===== src/rtl/irc_pkg.sv =====
package irc_pkg;
  localparam int TSEL_W = 3;

  typedef enum logic [1:0] {
    ST_IDLE = 2'd0,
    ST_WAIT = 2'd1,
    ST_GATE = 2'd2,
    ST_DONE = 2'd3
  } irc_state_e;

  localparam logic [1:0] ADDR_CNT  = 2'd0;
  localparam logic [1:0] ADDR_TIM  = 2'd1;
  localparam logic [1:0] ADDR_STAT = 2'd2;
  localparam logic [1:0] ADDR_CTRL = 2'd3;

  typedef struct packed {
    logic [TSEL_W-1:0] tsel;
    logic              view;
    logic              src;
  } irc_ctrl_t;
endpackage


===== src/rtl/irc_sync.sv =====
module irc_sync #(
  parameter int N = 4
) (
  input  logic         clk,
  input  logic         rst_n,
  input  logic [N-1:0] async_i,
  output logic [N-1:0] level_o,
  output logic [N-1:0] rise_o
);
  logic [N-1:0] m1_q, m2_q, d_q;

  always_ff @(posedge clk or negedge rst_n) begin
    if (!rst_n) begin
      m1_q <= '0;
      m2_q <= '0;
      d_q  <= '0;
    end else begin
      m1_q <= async_i;
      m2_q <= m1_q;
      d_q  <= m2_q;
    end
  end

  assign level_o = m2_q;

  for (genvar i = 0; i < N; i++) begin : g_edge
    assign rise_o[i] = m2_q[i] & ~d_q[i];
  end
endmodule


===== src/rtl/irc_interp_cnt.sv =====
module irc_interp_cnt #(
  parameter int CNT_W = 16
) (
  input  logic             clk,
  input  logic             rst_n,
  input  logic             clr_i,
  input  logic             en_i,
  input  logic             pulse_i,
  output logic [CNT_W-1:0] cnt_o,
  output logic             cmp_o
);
  localparam logic [CNT_W-1:0] CNT_MAX = '1;

  logic [CNT_W-1:0] cnt_q, cnt_d;
  logic             seen_q, seen_d, cmp_q, cmp_d;
  logic             upd;

  always_comb begin
    cnt_d  = cnt_q;
    seen_d = seen_q;
    cmp_d  = cmp_q;
    if (clr_i) begin
      cnt_d  = '0;
      seen_d = 1'b0;
      cmp_d  = 1'b0;
    end else if (pulse_i) begin
      if (cnt_q != CNT_MAX) cnt_d = cnt_q + 1'b1;
      seen_d = 1'b1;
    end else if (seen_q) begin
      cmp_d = 1'b1;
    end
  end

  assign upd = clr_i | (en_i & ~cmp_q);

  always_ff @(posedge clk or negedge rst_n) begin
    if (!rst_n) begin
      cnt_q  <= '0;
      seen_q <= 1'b0;
      cmp_q  <= 1'b0;
    end else if (upd) begin
      cnt_q  <= cnt_d;
      seen_q <= seen_d;
      cmp_q  <= cmp_d;
    end
  end

  assign cnt_o = cnt_q;
  assign cmp_o = cmp_q;
endmodule


===== src/rtl/irc_gate_fsm.sv =====
module irc_gate_fsm
  import irc_pkg::*;
#(
  parameter int CNT_W   = 16,
  parameter int TO_BASE = 16
) (
  input  logic              clk,
  input  logic              rst_n,
  input  logic              arm_i,
  input  logic              a_raw_i,
  input  logic              a_level_i,
  input  logic              a_rise_i,
  input  logic              b_rise_i,
  input  logic              src_i,
  input  logic [TSEL_W-1:0] tsel_i,
  output irc_state_e        state_o,
  output logic [CNT_W-1:0]  ev_o,
  output logic [CNT_W-1:0]  tm_o,
  output logic [CNT_W-1:0]  lim_o,
  output logic              timeout_o,
  output logic              start_pulse_o,
  output logic              stop_pulse_o
);
  localparam logic [CNT_W-1:0] CNT_MAX = '1;

  irc_state_e       st_q, st_d;
  logic [CNT_W-1:0] ev_q, ev_d, tm_q, tm_d;
  logic             to_q, to_d, rdy_q, rdy_d;
  logic             ev_hit, upd;

  assign lim_o  = CNT_W'(TO_BASE) << tsel_i;
  assign ev_hit = src_i ? b_rise_i : a_rise_i;

  always_comb begin
    st_d  = st_q;
    ev_d  = ev_q;
    tm_d  = tm_q;
    to_d  = to_q;
    rdy_d = rdy_q;
    if (arm_i) begin
      st_d  = ST_WAIT;
      ev_d  = '0;
      tm_d  = '0;
      to_d  = 1'b0;
      rdy_d = 1'b0;
    end else begin
      case (st_q)
        ST_WAIT: if (a_rise_i) st_d = ST_GATE;
        ST_GATE: begin
          if (tm_q != CNT_MAX) tm_d = tm_q + 1'b1;
          if (ev_hit && ev_q != CNT_MAX) ev_d = ev_q + 1'b1;
          if (!a_level_i) rdy_d = 1'b1;
          if (a_rise_i) begin
            st_d = ST_DONE;
          end else if (tm_d == lim_o) begin
            st_d = ST_DONE;
            to_d = 1'b1;
          end
        end
        default: ;
      endcase
    end
  end

  assign upd = arm_i | (st_q == ST_WAIT) | (st_q == ST_GATE);

  always_ff @(posedge clk or negedge rst_n) begin
    if (!rst_n) begin
      st_q  <= ST_IDLE;
      ev_q  <= '0;
      tm_q  <= '0;
      to_q  <= 1'b0;
      rdy_q <= 1'b0;
    end else if (upd) begin
      st_q  <= st_d;
      ev_q  <= ev_d;
      tm_q  <= tm_d;
      to_q  <= to_d;
      rdy_q <= rdy_d;
    end
  end

  assign state_o       = st_q;
  assign ev_o          = ev_q;
  assign tm_o          = tm_q;
  assign timeout_o     = to_q;
  assign start_pulse_o = (st_q == ST_WAIT) & a_raw_i;
  assign stop_pulse_o  = (st_q == ST_GATE) & rdy_q & a_raw_i;
endmodule


===== src/rtl/irc_core.sv =====
module irc_core
  import irc_pkg::*;
#(
  parameter int DATA_W  = 16,
  parameter int CNT_W   = 16,
  parameter int TO_BASE = 16
) (
  input  logic              clk,
  input  logic              rst_n,
  input  logic              bus_cs,
  input  logic              bus_we,
  input  logic [1:0]        bus_addr,
  input  logic [DATA_W-1:0] bus_wdata,
  output logic [DATA_W-1:0] bus_rdata,
  input  logic              ch_a_i,
  input  logic              ch_b_i,
  input  logic              xp_start_i,
  input  logic              xp_stop_i,
  output logic              interp_start_o,
  output logic              interp_stop_o
);
  localparam int N_SYNC = 4;
  localparam int CTRL_W = TSEL_W + 4;

  logic [1:0]        rs_q;
  logic              rst_sync_n;
  logic [N_SYNC-1:0] sy_lvl, sy_rise;
  irc_ctrl_t         ctrl_q, ctrl_d;
  logic              wr_ctrl, arm;
  irc_state_e        st;
  logic [CNT_W-1:0]  ev_cnt, tm_cnt, lim;
  logic              timeout;
  logic [CNT_W-1:0]  icnt [2];
  logic [1:0]        icmp;
  logic              done;
  logic [5:0]        status;
  logic              unused_bits;

  always_ff @(posedge clk or negedge rst_n) begin
    if (!rst_n) rs_q <= 2'b00;
    else        rs_q <= {rs_q[0], 1'b1};
  end
  assign rst_sync_n = rs_q[1];

  irc_sync #(.N(N_SYNC)) u_sync (
    .clk     (clk),
    .rst_n   (rst_sync_n),
    .async_i ({xp_stop_i, xp_start_i, ch_b_i, ch_a_i}),
    .level_o (sy_lvl),
    .rise_o  (sy_rise)
  );

  assign wr_ctrl = bus_cs & bus_we & (bus_addr == ADDR_CTRL);
  assign arm     = wr_ctrl & bus_wdata[0];

  always_comb begin
    ctrl_d.src  = bus_wdata[1];
    ctrl_d.view = bus_wdata[2];
    ctrl_d.tsel = bus_wdata[4 +: TSEL_W];
  end

  always_ff @(posedge clk or negedge rst_sync_n) begin
    if (!rst_sync_n)  ctrl_q <= '0;
    else if (wr_ctrl) ctrl_q <= ctrl_d;
  end

  irc_gate_fsm #(.CNT_W(CNT_W), .TO_BASE(TO_BASE)) u_fsm (
    .clk           (clk),
    .rst_n         (rst_sync_n),
    .arm_i         (arm),
    .a_raw_i       (ch_a_i),
    .a_level_i     (sy_lvl[0]),
    .a_rise_i      (sy_rise[0]),
    .b_rise_i      (sy_rise[1]),
    .src_i         (ctrl_q.src),
    .tsel_i        (ctrl_q.tsel),
    .state_o       (st),
    .ev_o          (ev_cnt),
    .tm_o          (tm_cnt),
    .lim_o         (lim),
    .timeout_o     (timeout),
    .start_pulse_o (interp_start_o),
    .stop_pulse_o  (interp_stop_o)
  );

  for (genvar k = 0; k < 2; k++) begin : g_interp
    irc_interp_cnt #(.CNT_W(CNT_W)) u_ic (
      .clk     (clk),
      .rst_n   (rst_sync_n),
      .clr_i   (arm),
      .en_i    (st != ST_IDLE),
      .pulse_i (sy_lvl[2+k]),
      .cnt_o   (icnt[k]),
      .cmp_o   (icmp[k])
    );
  end

  assign done   = (st == ST_DONE) & icmp[0] & (icmp[1] | timeout);
  assign status = {icmp[1], icmp[0], st == ST_WAIT, st == ST_GATE, timeout, done};

  always_comb begin
    case (bus_addr)
      ADDR_CNT:  bus_rdata = ctrl_q.view ? DATA_W'(icnt[0]) : DATA_W'(ev_cnt);
      ADDR_TIM:  bus_rdata = ctrl_q.view ? DATA_W'(icnt[1]) : DATA_W'(tm_cnt);
      ADDR_STAT: bus_rdata = DATA_W'(status);
      default:   bus_rdata = DATA_W'({ctrl_q.tsel, 1'b0, ctrl_q.view, ctrl_q.src, 1'b0});
    endcase
  end

  assign unused_bits = ^{bus_wdata[DATA_W-1:CTRL_W], bus_wdata[3], sy_lvl[1], sy_rise[3:2]};
endmodule


===== config.mk =====
export PLATFORM = sky130hd
export DESIGN_NAME = irc_core
export DESIGN_NICKNAME = d
export VERILOG_FILES = /design/src/rtl/irc_pkg.sv /design/src/rtl/irc_sync.sv /design/src/rtl/irc_interp_cnt.sv /design/src/rtl/irc_gate_fsm.sv /design/src/rtl/irc_core.sv
export SDC_FILE = /design/constraint.sdc
export NUM_CORES = 1
export LEC_CHECK = 0
export BUFFER_PORTS_ARGS = -buffer_cell sky130_fd_sc_hd__buf_4
export CAP_MARGIN = 15
export CORE_MARGIN = 10
export CORE_UTILIZATION = 58
export CTS_CLUSTER_SIZE = 16
export DETAILED_ROUTE_END_ITERATION = 10
export GPL_ROUTABILITY_DRIVEN = 1
export PLACE_DENSITY = 0.88
export SLEW_MARGIN = 10
export SYNTH_ARGS = -nofsm -noshare
export SYNTH_HDL_FRONTEND = slang
export SYNTH_SLANG_ARGS = --single-unit

===== constraint.sdc =====
create_clock -name clk -period 3.1 [get_ports clk]
set_input_delay 0.31 -clock clk [delete_from_list [all_inputs] [get_ports clk]]
set_output_delay 0.31 -clock clk [all_outputs]
set_load 0.02 [all_outputs]

==> reports/metrics.csv <==
metric;value;unit
drive_above_1_share;14.3;%
critPathCaptureType;flip-flop;
hold_buffers;1;
grt_usage;20.4;%
clk_pin_slew_worst_paths;0.09;ns
clockRootBuffer;clkbuf_8;
syn_area_per_cell;9.38;µm²
critPathSlowestCell;dfrtp_1;
setup_ws;0.519;ns
peakVddDrop;493;µV
vias;4438;
crit_chain;nand4_1, o311ai_1, o21ai_0, and2_1, o221ai_2, nand3_1, o21ai_1;
relSlewSlack;55.6;%
dr.pass1.iters;5;
worst_path_largest_cell_delay;0.56;ns
grt_pass1_vias;4322;
clk_latency;0.37;ns
worst_setup_path_start_kind;flip-flop;
final_util;65.3;%
num_rows;34;
drc;0;
power.total;3.61;mW
gp_congestion;0.976;
max-clock-path-buffers;2;
synth-async-reset-ratio;100;%
drv_slew;0;
fin_crit;2.58;ns
place_hpwl;9640;µm
synth_area_leader_cell;dfrtp_1;
synth-edff-count;0;
leakage;2.48;nW
max-cap-violations;0;
syn2layout_area_growth;9.30;%
dieArea;13200;µm²
ant_nets;0;
cts_max_level;3;
synthTopCellsByArea;dfrtp_1 43%, nor2_1 5.9%, xor2_1 5.7%, mux4_2 5.6%, nand2_1 4.0%;
tightest_slew;0.663;ns
fillCellCount;640;
period_share;83.3;%
nets;606;
dpl.cell_count;672;
core;8720;µm²
synth_nets;585;
post_cts_buffers;0;
fin_setup_tns;0;ns
status;complete, no violations;
critPathKind;reg2reg;
netlist.area_leader.share;42.8;%
synth_area;5210;µm²
overflow;0;
via_per_inst;6.44;
hold_class;in2reg;
cp_top_family;compound AO/OA/AOI/OAI gates;
fin_worst_skew;0.0149;ns
diodes;0;
ctsResizeCount;0;
synth_ff_type;dfrtp_1;
worstPathMaxFanout;11;
hold_viol;0;
max_freq;387;MHz
post-place-ws;0.648;ns
path_buf_inv;0;
synthCells;555;
ys_types;58;
instances_no_fill;689;
dieWidth;115;µm
wl;13200;µm
rsz0062_at_grt;false;
yosysSeqAreaShare;42.8;%
die_h;115;µm
cts_made_buffers;9;
first_iter_violations;563;
grt_first_pass_wirelength;21700;µm
worst-endpoint-arrival;2.87;ns
power_density;635;nW/µm²
setup_violations;0;
clock-sinks;89;
ys_ff_latch;89;
required;3.39;ns
initial_core_util;59.7;%
port_buffers;33;
cts_tree;done;
yosys_warnings;0;
avgRoutedWirePerCell;19.2;µm
ioPinCount;44;
grt_max_degree;37;
antenna_found_initial;0;
[layout by cell type, fill, tap and decap left out, drive strengths merged, types with 11 or more instances in the layout]
| cell type | n |
|---|---|
| nand3 | 22 |
| mux2i | 11 |
| a21oi | 22 |
| nor2 | 82 |
| nor2b | 15 |
| and3 | 15 |
| xor2 | 34 |
| dfrtp | 89 |
| xnor2 | 20 |
| o21ai | 24 |
| inv | 18 |
| mux4 | 14 |
| nand4 | 20 |
| nand2 | 56 |
| buf | 41 |
[flip-flops by register name (all words and copies together), names as in the netlist]
register and cells:
g_interp.u_ic.seen_q 2, u_fsm.tm_o 16, u_fsm.rdy_q 1, u_fsm.timeout_o 1
ctrl_q 5, u_fsm.state_o 2, u_fsm.ev_o 16, u_sync.m1_q 4
g_interp.u_ic.cnt_o 32, rs_q 2, g_interp.u_ic.cmp_o 2, u_sync.level_o 4
u_sync.d_q 2
[per-stage QoR]
step	hold WS [ns]	cell area [µm²]
6_report	0.0451	5690
5_1_grt	0.0354	5690
4_1_cts	0.0348	5690
3_5_place_dp	0.0944	5500
3_3_place_gp	0.0926	5500
2_1_floorplan	0.0144	5210
[routing by layer]
layer / wire length [µm] / global-route usage, % / part of all wire, % / vias up
li1: - / - / - / 1993
met1: 5380 / 26.0 / 41 / 2168
met2: 6510 / 33.7 / 49 / 240
met3: 946 / 3.28 / 7.1 / 37
met4: 404 / 8.33 / 3.0 / 0
met5: 0 / 0 / 0 / -
[cell families after synthesis]
logic type	share of synthesized area, %
and+or+nand+nor	24.9
other	0.0720
muxes	8.46
adders and majority gates	0.961
xor gates and xnor gates	9.08
DFF	42.8
buffers and inverters	3.97
AOI/OAI and AO/OA	9.81
[power breakdown]
group,leakage [nW],internal (mW),switching [mW],total (mW)
Sequential,1.13,1.40,0.428,1.83
Combinational,1.26,0.490,0.556,1.05
Clock,0.0904,0.298,0.438,0.736
[cells in the mapped netlist, types with 2 or more instances]
master and n:
dfrtp_1 89, nor2_1 82, nand2_1 56, xor2_1 34
a21oi_1 22, nand3_1 21, o21ai_0 21, xnor2_1 20
nand4_1 18, and3_1 15, inv_1 15, nor2b_1 15
buf_2 14, mux4_2 13, mux2i_1 11, a31oi_1 8
clkbuf_1 8, nor3_1 8, or3_1 8, and4_1 7
buf_1 7, and2_1 5, ha_1 4, nand2b_1 4
nand3b_1 4, o211ai_1 4, o2111ai_1 3, o22ai_1 3
o311ai_1 3, a211oi_1 2, a41oi_1 2, nor4_1 2
o21ai_1 2
[area by class of cell]
class	instances	area [µm²]	area share [%]
Clock inverter	7	52.6	0.923
Tap cell	108	135	2.37
Inverter	15	56.3	0.989
Timing Repair Buffer	42	318	5.58
Clock buffer	9	124	2.18
Multi-Input combinational cell	419	2770	48.7
Sequential cell	89	2230	39.2
[final timing paths]
path / from / end / slack (ns) / cells past startpoint
setup reg to reg: u_fsm.tm_o[11] / u_fsm.timeout_o / 0.52 / 7
hold / removal: xp_stop_i / u_sync.m1_q[3] / 0.05 / 1
min in group asynchronous: rst_n / rs_q[0] / 0.26 / 2
setup / recovery: u_fsm.tm_o[11] / u_fsm.timeout_o / 0.52 / 7
max in group asynchronous: rs_q[1] / g_interp[0].u_ic.cnt_o[13] / 2.03 / 1
hold reg to reg: rs_q[1] / u_fsm.ev_o[9] / 0.29 / 0
(Power assumes the default switching activity.)
